--- config.mk ---
export PLATFORM = sky130hd
export DESIGN_NAME = fan_pwm_channel
export DESIGN_NICKNAME = d
export VERILOG_FILES = /design/src/rtl/fan_pwm_pkg.sv /design/src/rtl/fan_ctrl_reg.sv /design/src/rtl/fan_duty_arb.sv /design/src/rtl/fan_pwm_gen.sv /design/src/rtl/fan_pwm_channel.sv
export SDC_FILE = /design/constraint.sdc
export NUM_CORES = 1
export LEC_CHECK = 0
export CAP_MARGIN = 20
export CELL_PAD_IN_SITES_DETAIL_PLACEMENT = 0
export CELL_PAD_IN_SITES_GLOBAL_PLACEMENT = 1
export CORE_UTILIZATION = 42
export DETAILED_ROUTE_END_ITERATION = 12
export PLACE_DENSITY_LB_ADDON = 0.1
export SYNTH_ARGS = -nofsm -noshare
export SYNTH_HDL_FRONTEND = slang
export SYNTH_SLANG_ARGS = --single-unit
--- constraint.sdc ---
create_clock -name clk -period 9.1 [get_ports clk]
set_clock_uncertainty 0.2 [all_clocks]
set_input_delay 1.82 -clock clk [delete_from_list [all_inputs] [get_ports clk]]
set_output_delay 1.82 -clock clk [all_outputs]
set_load 0.005 [all_outputs]
--- src/rtl/fan_pwm_pkg.sv ---
// Package: shared types and constants for the fan PWM channel.
// Assumes the register layout is fixed at 8 bits with a 4-bit duty code.
package fan_pwm_pkg;
    localparam int CODE_W       = 4;
    localparam int PERIOD_TICKS = 15;
    localparam logic [CODE_W-1:0] CODE_MAX = 4'hF;

    typedef struct packed {
        logic [CODE_W-1:0] ovr_code;
        logic              lock;
        logic              lock_en;
        logic              inv;
        logic              ovr_en;
    } ctrl_t;
endpackage

--- src/rtl/fan_ctrl_reg.sv ---
// Module: control register with the sticky thermal lock flag.
// Assumes hot_evt and wr_en are synchronous single-cycle strobes.
// The lock flag is set only by hardware and cleared only by writing 0 to bit 3.
// A set and a clear in the same cycle resolve to set.
module fan_ctrl_reg
    import fan_pwm_pkg::*;
(
    input  logic       clk,
    input  logic       rst_n,
    input  logic       wr_en,
    input  logic [7:0] wr_data,
    input  logic       hot_evt,
    output ctrl_t      ctrl
);
    ctrl_t wr_view;
    assign wr_view = ctrl_t'(wr_data);

    // Store writable fields and update the sticky lock flag.
    always_ff @(posedge clk) begin
        if (!rst_n) begin
            ctrl <= '0;
        end else begin
            if (wr_en) begin
                ctrl.ovr_code <= wr_view.ovr_code;
                ctrl.lock_en  <= wr_view.lock_en;
                ctrl.inv      <= wr_view.inv;
                ctrl.ovr_en   <= wr_view.ovr_en;
            end
            if (hot_evt && ctrl.lock_en)
                ctrl.lock <= 1'b1;
            else if (wr_en && !wr_view.lock)
                ctrl.lock <= 1'b0;
        end
    end

    AST_LOCK_NEEDS_EN: assert property (@(posedge clk) disable iff (!rst_n)
        $rose(ctrl.lock) |-> $past(ctrl.lock_en && hot_evt)) else $error("lock set without enable");
    AST_LOCK_CLEAR_WRITE: assert property (@(posedge clk) disable iff (!rst_n)
        $fell(ctrl.lock) |-> $past(wr_en && !wr_data[3])) else $error("lock cleared without write");
    AST_EVENT_WINS: assert property (@(posedge clk) disable iff (!rst_n)
        (hot_evt && ctrl.lock_en) |=> ctrl.lock) else $error("event lost to clear");
endmodule

--- src/rtl/fan_duty_arb.sv ---
// Module: duty arbitration and spin-up interval.
// Picks the maximum of the automatic and override requests, forces full scale
// during lock or spin-up, and registers the applied duty and its 4-bit code.
// Assumes DUTY_W is a multiple of 4, so full scale divides evenly by 15.
module fan_duty_arb
    import fan_pwm_pkg::*;
#(
    parameter int DUTY_W = 8,
    parameter int N_AUTO = 2,
    parameter int SPIN_W = 4
) (
    input  logic                     clk,
    input  logic                     rst_n,
    input  logic [N_AUTO*DUTY_W-1:0] auto_duty,
    input  logic                     ovr_en,
    input  logic [CODE_W-1:0]        ovr_code,
    input  logic                     lock,
    input  logic                     spin_start,
    input  logic [SPIN_W-1:0]        spin_periods,
    input  logic                     period_end,
    output logic [DUTY_W-1:0]        applied_q,
    output logic [CODE_W-1:0]        code,
    output logic                     spin_active
);
    localparam int N_REQ = N_AUTO + 1;
    localparam logic [DUTY_W-1:0] FULL = {DUTY_W{1'b1}};
    localparam logic [DUTY_W-1:0] STEP = DUTY_W'((2**DUTY_W - 1) / PERIOD_TICKS);

    logic [DUTY_W-1:0] req [N_REQ];
    logic [DUTY_W-1:0] req_max;
    logic [SPIN_W-1:0] spin_left;

    // Unpack the automatic requests into the request array.
    genvar gi;
    generate
        for (gi = 0; gi < N_AUTO; gi++) begin : g_auto
            assign req[gi] = auto_duty[gi*DUTY_W +: DUTY_W];
        end
    endgenerate

    // Override request: code scaled to the duty range, zero when disabled.
    assign req[N_AUTO] = ovr_en ? DUTY_W'(DUTY_W'(ovr_code) * STEP) : '0;

    // Maximum over all requesters.
    always_comb begin
        req_max = '0;
        for (int i = 0; i < N_REQ; i++)
            if (req[i] > req_max) req_max = req[i];
    end

    assign spin_active = (spin_left != '0);

    // Register the applied duty, with lock and spin-up forcing full scale.
    always_ff @(posedge clk) begin
        if (!rst_n)
            applied_q <= '0;
        else if (lock || spin_active)
            applied_q <= FULL;
        else
            applied_q <= req_max;
    end

    // Spin-up period counter: loaded by the start pulse, counts period ends.
    always_ff @(posedge clk) begin
        if (!rst_n)
            spin_left <= '0;
        else if (spin_start)
            spin_left <= spin_periods;
        else if (period_end && spin_active)
            spin_left <= spin_left - 1'b1;
    end

    // Rounded-down code of the applied duty.
    assign code = CODE_W'(applied_q / STEP);

    AST_LOCK_FULL: assert property (@(posedge clk) disable iff (!rst_n)
        lock |=> (applied_q == FULL)) else $error("lock not at full duty");
    AST_SPIN_FULL: assert property (@(posedge clk) disable iff (!rst_n)
        spin_active |=> (applied_q == FULL)) else $error("spin-up not at full duty");
    AST_MAX_COVERS_OVR: assert property (@(posedge clk) disable iff (!rst_n)
        ovr_en |=> (applied_q >= $past(DUTY_W'(DUTY_W'(ovr_code) * STEP)))) else $error("override lost");
    AST_SPIN_LOAD: assert property (@(posedge clk) disable iff (!rst_n)
        spin_start |=> (spin_left == $past(spin_periods))) else $error("spin load wrong");
endmodule

--- src/rtl/fan_pwm_gen.sv ---
// Module: PWM waveform generator.
// A prescaler makes a tick every TICK_DIV clocks. A 0..14 counter steps on
// each tick, and the output is high while counter < code, then optionally inverted.
// Assumes TICK_DIV >= 2.
module fan_pwm_gen
    import fan_pwm_pkg::*;
#(
    parameter int TICK_DIV = 2
) (
    input  logic              clk,
    input  logic              rst_n,
    input  logic [CODE_W-1:0] code_in,
    input  logic              inv_in,
    output logic              pwm_q,
    output logic              period_end
);
    localparam int PRE_W = (TICK_DIV > 1) ? $clog2(TICK_DIV) : 1;
    localparam logic [PRE_W-1:0]  PRE_LAST = PRE_W'(TICK_DIV - 1);
    localparam logic [CODE_W-1:0] CNT_LAST = CODE_W'(PERIOD_TICKS - 1);

    logic [PRE_W-1:0]  pre;
    logic [CODE_W-1:0] cnt;
    logic              tick;

    assign tick       = (pre == PRE_LAST);
    assign period_end = tick && (cnt == CNT_LAST);

    // Prescaler producing the clock-enable tick.
    always_ff @(posedge clk) begin
        if (!rst_n)     pre <= '0;
        else if (tick)  pre <= '0;
        else            pre <= pre + 1'b1;
    end

    // Period counter stepping 0..14 on each tick.
    always_ff @(posedge clk) begin
        if (!rst_n)          cnt <= '0;
        else if (period_end) cnt <= '0;
        else if (tick)       cnt <= cnt + 1'b1;
    end

    // Registered compare and optional inversion.
    always_ff @(posedge clk) begin
        if (!rst_n) pwm_q <= 1'b0;
        else        pwm_q <= (cnt < code_in) ^ inv_in;
    end

    AST_CNT_RANGE: assert property (@(posedge clk) disable iff (!rst_n)
        cnt <= CNT_LAST) else $error("counter out of range");
    AST_FULL_HIGH: assert property (@(posedge clk) disable iff (!rst_n)
        $past(code_in == CODE_MAX && !inv_in) |-> pwm_q) else $error("full duty not high");
    AST_ZERO_LOW: assert property (@(posedge clk) disable iff (!rst_n)
        $past(code_in == '0 && !inv_in) |-> !pwm_q) else $error("zero duty not low");
    AST_INV_FULL_LOW: assert property (@(posedge clk) disable iff (!rst_n)
        $past(code_in == CODE_MAX && inv_in) |-> !pwm_q) else $error("inverted full not low");
endmodule

--- src/rtl/fan_pwm_channel.sv ---
// Module: top of one fan PWM channel.
// Ties the control register, the duty arbiter and the PWM generator together
// and builds the readback word with the live duty code (zero during spin-up).
// Assumes a single-cycle register port with combinational readback.
module fan_pwm_channel
    import fan_pwm_pkg::*;
#(
    parameter int DUTY_W   = 8,
    parameter int N_AUTO   = 2,
    parameter int SPIN_W   = 4,
    parameter int TICK_DIV = 2
) (
    input  logic                     clk,
    input  logic                     rst_n,
    input  logic                     wr_en,
    input  logic [7:0]               wr_data,
    output logic [7:0]               rd_data,
    input  logic [N_AUTO*DUTY_W-1:0] auto_duty,
    input  logic                     hot_evt,
    input  logic                     spin_start,
    input  logic [SPIN_W-1:0]        spin_periods,
    output logic                     pwm_out
);
    ctrl_t             ctrl;
    logic [DUTY_W-1:0] applied;
    logic [CODE_W-1:0] code;
    logic              spin_active;
    logic              period_end;

    fan_ctrl_reg u_reg (
        .clk     (clk),
        .rst_n   (rst_n),
        .wr_en   (wr_en),
        .wr_data (wr_data),
        .hot_evt (hot_evt),
        .ctrl    (ctrl)
    );

    fan_duty_arb #(.DUTY_W(DUTY_W), .N_AUTO(N_AUTO), .SPIN_W(SPIN_W)) u_arb (
        .clk          (clk),
        .rst_n        (rst_n),
        .auto_duty    (auto_duty),
        .ovr_en       (ctrl.ovr_en),
        .ovr_code     (ctrl.ovr_code),
        .lock         (ctrl.lock),
        .spin_start   (spin_start),
        .spin_periods (spin_periods),
        .period_end   (period_end),
        .applied_q    (applied),
        .code         (code),
        .spin_active  (spin_active)
    );

    fan_pwm_gen #(.TICK_DIV(TICK_DIV)) u_pwm (
        .clk        (clk),
        .rst_n      (rst_n),
        .code_in    (code),
        .inv_in     (ctrl.inv),
        .pwm_q      (pwm_out),
        .period_end (period_end)
    );

    // Readback word: live code, or zero while spin-up runs.
    always_comb begin
        rd_data      = ctrl;
        rd_data[7:4] = spin_active ? '0 : code;
    end

    AST_LOCK_READS_FULL: assert property (@(posedge clk) disable iff (!rst_n)
        (rd_data[3] && $past(rd_data[3]) && !spin_active) |-> (rd_data[7:4] == CODE_MAX))
        else $error("locked readback not full");
    AST_APPLIED_UNUSED_BITS: assert property (@(posedge clk) disable iff (!rst_n)
        $past(wr_en) |-> (rd_data[2:0] == $past(wr_data[2:0]))) else $error("field readback wrong");
endmodule

==> Word-level counts from Yosys, hierarchy flattened <==
Index checks and enable logic that the tools add are counted.
{ "op_classes": {"addsub": 3, "mul": 1, "n_div": 1, "magnitude_cmp": 4, "eq_ne": 1, "mux": 10, "bitwise": 2, "reduce_logical": 11} }
{ "op_table": {"columns": ["cell", "count"], "rows": [
  ["8-bit 2-to-1 mux", 5],
  ["8-bit greater-than comparator", 2],
  ["4-bit 2-to-1 mux", 3],
  ["8-bit by 5-bit divider with 8-bit output (second input constant)", 1],
  ["8-bit by 1-bit greater-than comparator with 1-bit output (second input constant)", 1],
  ["4-bit by 5-bit multiplier with 8-bit output (second input constant)", 1],
  ["4-bit by 1-bit adder with 4-bit output (second input constant)", 1],
  ["4-bit == test (second input constant)", 1],
  ["1-bit logical AND", 4],
  ["4-bit less-than comparator", 1],
  ["2-bit nonzero test", 2],
  ["4-bit nonzero test", 1],
  ["2-bit OR reduction", 2],
  ["4-bit by 1-bit subtractor with 4-bit output (second input constant)", 1],
  ["1-bit 2-to-1 mux", 2],
  ["1-bit adder (second input constant)", 1],
  ["1-bit logical NOT", 1],
  ["1-bit logical OR", 1],
  ["1-bit inverter", 1],
  ["1-bit bitwise XOR", 1]
]} }
{ "word_totals": {"register_bits": 26, "elab_cells": 43} }

==> Depth between registers and ports, before layout <==
Gate-level depths: netlist (run 1).
{ "depth": {"ltp_word": 7, "ltp_mapped": 18, "depth_no_buf": 18} }

==> Cells and area by module <==
A second synthesis (run 1) with hierarchy kept.
{ "unflattened": {"cells_unflattened": 262, "area_unflattened_um2": 2230.9} }
{ "by_module_without_submodules": {"columns": ["module", "n_inst", "cells_each", "area_per_inst_um2"], "rows": [
  ["fan_duty_arb", 1, 196, 1547.7],
  ["fan_pwm_gen", 1, 35, 347.8],
  ["fan_ctrl_reg", 1, 27, 310.3],
  ["fan_pwm_channel", 1, 4, 25.0]
]} }

==> Worst setup path before layout (run 1) <==
No wires, ideal clock.
{ "synth_timing": {"kind": "input -> register", "from": "in auto_duty[1]", "to": "reg u_arb.applied_q[4]", "setup_ns": 0.140, "arrival_time_ns": 4.847, "required_ns": 8.760, "path_slack_ns": 3.913, "cell_stages": 18, "path_buffers": 0, "path_cell_list": "inv_1 -> ha_1 -> nor2b_1 -> o21a_1 -> o21a_1 -> o21a_1 -> o21bai_1 -> a21oi_2 -> mux2_2 -> ha_1 -> nor2b_1 -> o21a_1 -> o21a_1 -> o21ai_0 -> a221oi_1 -> nor3b_1 -> a21boi_0 -> a21boi_0"} }
{ "synth_between": {"elab_chain_len": 7} }
{ "synth_lines": {"columns": ["item", "line_no", "source"], "rows": [
  ["start, declared", "fan_pwm_channel.sv:18", "input logic [N_AUTO*DUTY_W-1:0] auto_duty,"],
  ["8-bit by 1-bit greater-than comparator with 1-bit output", "fan_duty_arb.sv:48", "if (req[i] > req_max) req_max = req[i];"],
  ["8-bit 2-to-1 mux (*)", "fan_duty_arb.sv:48", null],
  ["8-bit greater-than comparator", "fan_duty_arb.sv:48", null],
  ["8-bit 2-to-1 mux (*)", "fan_duty_arb.sv:48", null],
  ["8-bit greater-than comparator", "fan_duty_arb.sv:48", null],
  ["8-bit 2-to-1 mux (*)", "fan_duty_arb.sv:48", null],
  ["8-bit 2-to-1 mux (*)", "fan_duty_arb.sv:57", "else if (lock || spin_active)"],
  ["end signal, assigned", "fan_duty_arb.sv:60", "applied_q <= req_max;"],
  ["end, declared", "fan_duty_arb.sv:21", "output logic [DUTY_W-1:0] applied_q,"]
]} }
Every way passes the cells marked *; elsewhere a longest branch is shown, timed or not.
A chain may end at the register's enable or synchronous reset.

==> Worst setup path in the final report (run 1) <==
{ "layout_timing": {"from": "reg u_arb.applied_q[7]", "to": "out rd_data[4]"} }
{ "layout_between": {"elab_chain_len": 2} }
{ "layout_lines": {"columns": ["item", "line_no", "source"], "rows": [
  ["8-bit by 5-bit divider with 8-bit output", "fan_duty_arb.sv:74", "assign code = CODE_W'(applied_q / STEP);"],
  ["4-bit 2-to-1 mux", "fan_pwm_channel.sv:66", "rd_data[7:4] = spin_active ? '0 : code;"],
  ["end, declared", "fan_pwm_channel.sv:17", "output logic [7:0] rd_data,"]
]} }
No other way between the ends.

==> flow_summary_export.csv, run 1 <==
group,metric,value,unit
worst_hold_path,hold_path_depth,2,
finish,finish.utilization,53.3,%
cts,clk-insertion-delay-late,0.26,ns
cts,clock_tree.root_cell,"clkbuf_8",
critical_path,cp_launch_type,"flip-flop",
cts,cts.reportedPaths.clkPinSlew,0.08,ns
finish,num-fill-cells,522,
logic_synthesis,ys.warnings.count,0,
logic_synthesis,proportion_of_register_bits_with_asynchronous_set_or_reset_after_synthesis,0,%
critical_path,cp.arrival,3.99,ns
outcome,outcome,"complete, no violations",
critical_path,critPathMaxFanout,14,
floorplan,fp.dieH,75.0,µm
cts,holdBufCountCts,0,
worst_hold_path,hold_path_end,"u_reg.ctrl[3]",
sta,relative_slew_slack,51.9,%
sta,final.period_utilization,66.0,%
detailed_routing,total_wire_length_after_detailed_routing,4.57,mm
logic_synthesis,mappedNetlistArea,2240,µm²
logic_synthesis,ys_top_cells_by_count,"26 x dfxtp_1, 24 x ha_1, 21 x nand2_1",
logic_synthesis,synthCells,270,
logic_synthesis,yosys_most_used_dff,"dfxtp_1",
logic_synthesis,synthesized_net_count,327,
global_route,total_routing_usage_gr,17.6,%
cts,cts-htree-levels,1,
detailed_routing,postRouteAntennaNets,0,
global_route,first_global_vias,1754,
floorplan,initial_core_utilization,43.8,%
sta,fin_setup_tns,0,ns
placement,hpwlAfterDp,3.79,mm
floorplan,placement_rows,26,
placement,numPortBuffers,41,
critical_path,end_of_the_worst_register_to_register_path,"u_pwm.pwm_q",
sta,fin_hold_ws,0.292,ns
detailed_routing,drt-wirelength-per-cell,12.4,µm
finish,post_route_cells_drive_above_1_share,5.33,%
global_route,overflow,0,
global_route,grt_start_max_net_pins,21,
logic_synthesis,synth_most_common_cell,"dfxtp_1",
detailed_routing,detail_route.vias_per_cell,5.25,
logic_synthesis,biggest_area_contributors_in_the_synthesized_netlist,"dfxtp_1 23%, ha_1 13%, mux2i_1 7.6%",
power_and_ir_drop,worst_ir_drop_vdd,115,µV
critical_path,timing.rr.start,"u_arb.applied_q[7]",
cts,cts_buffer_depth,2,
critical_path,register_to_register_setup_slack,5.04,ns
detailed_routing,drc,0,
critical_path,critical_path.startpoint,"u_arb.applied_q[7]",
worst_hold_path,hold_start,"u_reg.ctrl[2]",
detailed_routing,drt-initial-drc-count,67,
logic_synthesis,synthDominantCellAreaShare,23.3,%
power_and_ir_drop,total_power,365,µW
cts,tritoncts,"yes",
cts,tritoncts_num_sinks,26,
critical_path,worst_r2r_path_depth,13,
power_and_ir_drop,static-leakage-power,1.15,nW
global_route,grt_pass1_wl,7.75,mm
critical_path,crit_required,7.08,ns
power_and_ir_drop,power_density,134,nW/µm²
placement,gp_congestion,0.860,
critical_path,critPathKind,"reg2out",
worst_hold_path,hp-class,"reg2reg",
detailed_routing,firstDrtPassIters,4,
sta,worst_slew_pin_slew,0.704,ns
sta,setup-violations-final,0,
sta,report.final.slew_viol_count,0,
logic_synthesis,synthesis.area_per_instance,8.28,µm²
sta,period_minus_slack,6.01,ns
floorplan,die-width,75.0,µm
floorplan,core,5110,µm²
global_route,antenna_found_initial,0,
cts,total_setup_buffers_inserted_after_cts,0,
sta,grt_setup_unrepaired,"no",
sta,final_hold_viol_count,0,
cts,cts-buffers-inserted,3,
flow_run,max_cap_violations,0,
detailed_routing,routed-via-count,1941,
critical_path,type_of_element_capturing_the_critical_path,"output port",
floorplan,num_io_pins,42,
floorplan,full_die_area,5620,µm²
logic_synthesis,synth.ff_latch_count,26,
finish,fin_nets,358,
sta,fmax,166,MHz
cts,ctsResizeCount,0,
logic_synthesis,yosys.cell_types.count,57,
finish,synthToLayoutAreaGrowth,21.7,%
logic_synthesis,number_of_enable_flip_flop_cells_after_synthesis,0,
finish,insertedDiodeCount,0,
logic_synthesis,seq_area_frac_synth,23.3,%
logic_synthesis,netlist.top_cell.by_area,"dfxtp_1",
-- kinds of logic (layout without fill, tap and decap cells) --
logic type / count (synthesis) / after routing / synth area share, %
and+or+nand+nor: 90 / 90 / 21.4
AOI/OAI and AO/OA: 71 / 71 / 24.0
DFF: 26 / 26 / 23.3
buffers and inverters: 34 / 64 / 6.99
adders and majority gates: 24 / 24 / 13.4
xor gates and xnor gates: 7 / 7 / 2.74
muxes: 18 / 18 / 8.11
-- layout by cell type (no fill, tap or decap), types with 5 or more instances in the layout --
master           count
a21boi_0            13
a21oi_1             12
clkdlybuf4s50_1     41
dfxtp_1             26
ha_1                24
inv_1               18
mux2i_1             17
nand2_1             21
nand2b_1             6
nor2_1              17
nor2b_1             14
nor3_1               6
o21a_1               6
o21ai_0             10
xor2_1               5
-- area by class of cell --
class | count | area (µm²) | share of cell area, %
timing repair buffer | 41 | 410 | 15.1
sequential | 26 | 520 | 19.1
tap | 70 | 87.6 | 3.22
multi-input combinational | 210 | 1560 | 57.3
clock buffer | 3 | 41.3 | 1.52
clock inverter | 1 | 30.0 | 1.10
inverter | 19 | 71.3 | 2.62
-- worst max-delay path, stage by stage (launching register included) --
cell,delay (ns)
dfxtp_1,0.64
nand2b_2,0.18
a211o_1,0.32
a21boi_0,0.42
xor2_1,0.17
ha_1,0.21
or4_4,0.56
a221oi_4,0.33
o21ai_2,0.11
a21oi_1,0.15
nor2_1,0.05
nor2_1,0.08
clkdlybuf4s50_1,0.50
-- power breakdown --
group / internal [mW] / switching (mW) / leakage (nW)
logic: 0.0701 / 0.0627 / 0.898
registers: 0.123 / 0.0162 / 0.216
clock network: 0.0588 / 0.0339 / 0.0357
total: 0.252 / 0.113 / 1.15
-- per-stage QoR --
step	area, µm²	setup slack, ns	cells
after floorplan	2240	3.91	270
final	2720	3.09	370
after CTS	2720	3.06	370
after detailed placement	2650	2.99	366
after global routing	2720	2.81	370
after global placement	2650	3.09	366
-- worst max path at each step --
stage / cells after the start / slack, ns / end
detailed placement: 19 / 2.99 / u_arb.applied_q[4]
global placement: 19 / 3.09 / u_arb.applied_q[4]
CTS: 12 / 3.06 / rd_data[4]
floorplan: 18 / 3.91 / u_arb.applied_q[4]
finish: 12 / 3.09 / rd_data[4]
global route: 12 / 2.81 / rd_data[4]
-- registers in the layout, indices dropped and copies added (netlist names) --
name             count
u_pwm.pre            1
u_pwm.cnt            4
u_pwm.pwm_q          1
u_arb.applied_q      8
u_reg.ctrl           8
u_arb.spin_left      4
-- per-layer routing --
metal / routed length (µm) / part of all wire (%) / vias up / GRT usage [%]
met3: 133 / 2.9 / 4 / 2.81
li1: - / - / 1015 / -
met1: 2200 / 48 / 885 / 23.4
met4: 55 / 1.2 / 0 / 3.77
met5: 0 / 0 / - / 0
met2: 2190 / 48 / 37 / 30.1
Power figures use the tool's default switching activity.
==> run 2, diff against run 1 <==
--- a/config.mk
+++ b/config.mk
@@ -8,7 +8,7 @@
 export CAP_MARGIN = 20
 export CELL_PAD_IN_SITES_DETAIL_PLACEMENT = 0
 export CELL_PAD_IN_SITES_GLOBAL_PLACEMENT = 1
-export CORE_UTILIZATION = 42
+export CORE_UTILIZATION = 39
 export DETAILED_ROUTE_END_ITERATION = 12
 export PLACE_DENSITY_LB_ADDON = 0.1
 export SYNTH_ARGS = -nofsm -noshare
==> constraint.sdc (replaced) <==
create_clock -name clk -period 6.2 [get_ports clk]
set_clock_uncertainty 0.2 [all_clocks]
set_input_delay 1.24 -clock clk [delete_from_list [all_inputs] [get_ports clk]]
set_output_delay 1.24 -clock clk [all_outputs]
set_load 0.005 [all_outputs]
==> run 2 against run 1 <==
Against the previous run:
- first-iteration DRC count decreased by 12%
- utilization is 3.8 points lower
- total power up 47%
- flip-flop and latch count unchanged
- via count decreased by 1.1%
- die area increased by 7.5%
- worst setup slack got worse by 2.3 ns
- global-route usage decreased by 1.0 points
- final area barely moved
- critical endpoint unchanged
- highest routed layer unchanged
==> flow_summary_export.csv, run 2 (synthesized netlist as in run 1, its figures left out) <==
group,metric,value,unit
outcome,outcome,"complete, no violations",
placement,gp_congestion,0.795,
worst_hold_path,hp-class,"reg2reg",
critical_path,type_of_element_capturing_the_critical_path,"output port",
detailed_routing,firstDrtPassIters,4,
finish,fin_nets,358,
finish,instances_no_fill,372,
power_and_ir_drop,p_int,369,µW
detailed_routing,drt-wirelength-per-cell,12.3,µm
detailed_routing,drc,0,
power_and_ir_drop,worst_ir_drop_vdd,106,µV
detailed_routing,total_wire_length_after_detailed_routing,4.57,mm
finish,final_common_cell,"clkdlybuf4s50_1",
finish,finish.utilization,49.4,%
sta,setup-violations-final,0,
placement,place_inst,368,
critical_path,critical_path.startpoint,"u_arb.applied_q[7]",
critical_path,timing.rr.start,"u_arb.applied_q[7]",
cts,cts_buffer_depth,2,
detailed_routing,detail_route.vias_per_cell,5.16,
critical_path,cp.arrival,4.02,ns
cts,total_setup_buffers_inserted_after_cts,0,
sta,worst_slew_pin_slew,0.678,ns
critical_path,critPathMaxStageDelay,0.64,ns
power_and_ir_drop,net_switching_power_of_the_design,167,µW
critical_path,crit_required,4.76,ns
floorplan,full_die_area,6040,µm²
cts,ctsResizeCount,0,
critical_path,path_common_cell,"nor2_1",
global_route,grt_pass1_wl,8.09,mm
floorplan,placement_rows,27,
cts,tritoncts_num_sinks,26,
power_and_ir_drop,seq_power_share,38.0,%
critical_path,timing.critical_path.cells,"nand2b_2 -> a211o_1 -> a21boi_0 -> xor2_1 -> ha_1 -> or4_4 -> a221oi_4 -> o21ai_2 -> a21oi_1 -> nor2_1 -> nor2_1 -> clkdlybuf4s50_1",
flow_run,max_cap_violations,0,
floorplan,core,5510,µm²
placement,numPortBuffers,41,
critical_path,critPathKind,"reg2out",
finish,post_route_cells_drive_above_1_share,5.33,%
finish,num-fill-cells,556,
critical_path,end_of_the_worst_register_to_register_path,"u_pwm.pwm_q",
sta,relative_slew_slack,53.6,%
sta,final.period_utilization,88.0,%
critical_path,register_to_register_setup_slack,2.15,ns
placement,hpwlAfterDp,3.73,mm
global_route,grt_start_max_net_pins,21,
power_and_ir_drop,static-leakage-power,1.15,nW
critical_path,critPathMaxFanout,14,
global_route,total_routing_usage_gr,16.6,%
sta,grt_setup_unrepaired,"no",
cts,cts-buffers-inserted,3,
power_and_ir_drop,power.share.switching,31.2,%
cts,cts-htree-levels,1,
global_route,antenna_found_initial,0,
floorplan,die-width,77.7,µm
finish,layout.cells.most_common_list,"41 x clkdlybuf4s50_1, 26 x dfxtp_1, 24 x ha_1, 21 x nand2_1, 18 x inv_1",
sta,period_minus_slack,5.46,ns
critical_path,worst_path_dominant_cell_family,"compound AO/OA/AOI/OAI gates",
detailed_routing,routed-via-count,1920,
cts,cts.reportedPaths.clkPinSlew,0.09,ns
detailed_routing,postRouteAntennaNets,0,
sta,final_hold_viol_count,0,
cts,holdBufCountCts,0,
floorplan,initial_core_utilization,40.6,%
global_route,first_global_vias,1813,
global_route,overflow,0,
finish,largestRegisters,"u_arb.applied_q x8, u_reg.ctrl x8",
power_and_ir_drop,clkPwrFrac,26.1,%
cts,clock_tree.root_cell,"clkbuf_8",
sta,fin_setup_tns,0,ns
sta,fmax,183,MHz
detailed_routing,drt-initial-drc-count,59,
finish,synthToLayoutAreaGrowth,21.8,%
critical_path,critical-path-slowest-cell,"dfxtp_1",
power_and_ir_drop,share_of_power_burned_in_combinational_logic,35.9,%
sta,report.final.slew_viol_count,0,
critical_path,crit_end,"rd_data[4]",
critical_path,worst-path-buf-inv,1,
cts,clk-insertion-delay-late,0.27,ns
critical_path,worst-path-stages,12,
cts,tritoncts,"yes",
power_and_ir_drop,power_density,197,nW/µm²
critical_path,cp_launch_type,"flip-flop",
critical_path,worst_r2r_path_depth,13,
finish,insertedDiodeCount,0,
floorplan,num_io_pins,42,
floorplan,fp.dieH,77.7,µm
-- run 2: area by class of cell --
type	instances	area, µm²	share of cell area (%)
multi-input cells	210	1560	57.3
flip-flops and latches	26	520	19.1
repair buffers	41	410	15.1
well taps	72	90.1	3.31
inverters	19	71.3	2.62
clock buffers	3	41.3	1.52
clock inverters	1	30.0	1.10
-- run 2: how the worst min path moves through the flow --
stage                              from             to  cells past startpoint
final                     u_reg.ctrl[2]  u_reg.ctrl[3]                      2
after global routing      u_reg.ctrl[2]  u_reg.ctrl[3]                      2
after CTS                 u_reg.ctrl[2]  u_reg.ctrl[3]                      2
after detailed placement  u_reg.ctrl[2]  u_reg.ctrl[3]                      2
after global placement    u_reg.ctrl[2]  u_reg.ctrl[3]                      2
after floorplan           u_reg.ctrl[2]  u_reg.ctrl[3]                      2
-- run 2: worst register-to-register path, stage by stage, from the launching register on --
cell and delay (ns):
dfxtp_1 0.64, nand2b_2 0.18, a211o_1 0.32, a21boi_0 0.44
xor2_1 0.17, ha_1 0.22, or4_4 0.56, a221oi_4 0.32
ha_1 0.28, o21ai_0 0.16, nand2b_1 0.07, a21oi_1 0.17
a211oi_2 0.06, mux2i_1 0.15
-- run 2: through the flow --
stage / power, mW / setup slack (ns) / hold WS (ns) / instance area (µm²)
global placement: 0.404 / 0.742 / 0.282 / 2650
finish: 0.536 / 0.743 / 0.295 / 2720
floorplan: 0.342 / 1.59 / 0.254 / 2240
global route: 0.578 / 0.416 / 0.326 / 2720
CTS: 0.544 / 0.678 / 0.303 / 2720
detailed placement: 0.402 / 0.708 / 0.290 / 2650
-- run 2: per-layer routing --
| metal | GRT usage, % | wire, µm |
|---|---|---|
| met1 | 20.9 | 2190 |
| met2 | 28.3 | 2220 |
| met3 | 2.94 | 111 |
| met4 | 5.66 | 59 |
| met5 | 0 | 0 |
-- run 2: power by group through the flow --
stage	Sequential, mW	Clock (mW)	Combinational (mW)
after floorplan	0.194	0	0.148
after global placement	0.208	0	0.196
after detailed placement	0.207	0	0.195
after CTS	0.204	0.144	0.196
after global routing	0.207	0.153	0.218
final	0.204	0.140	0.193
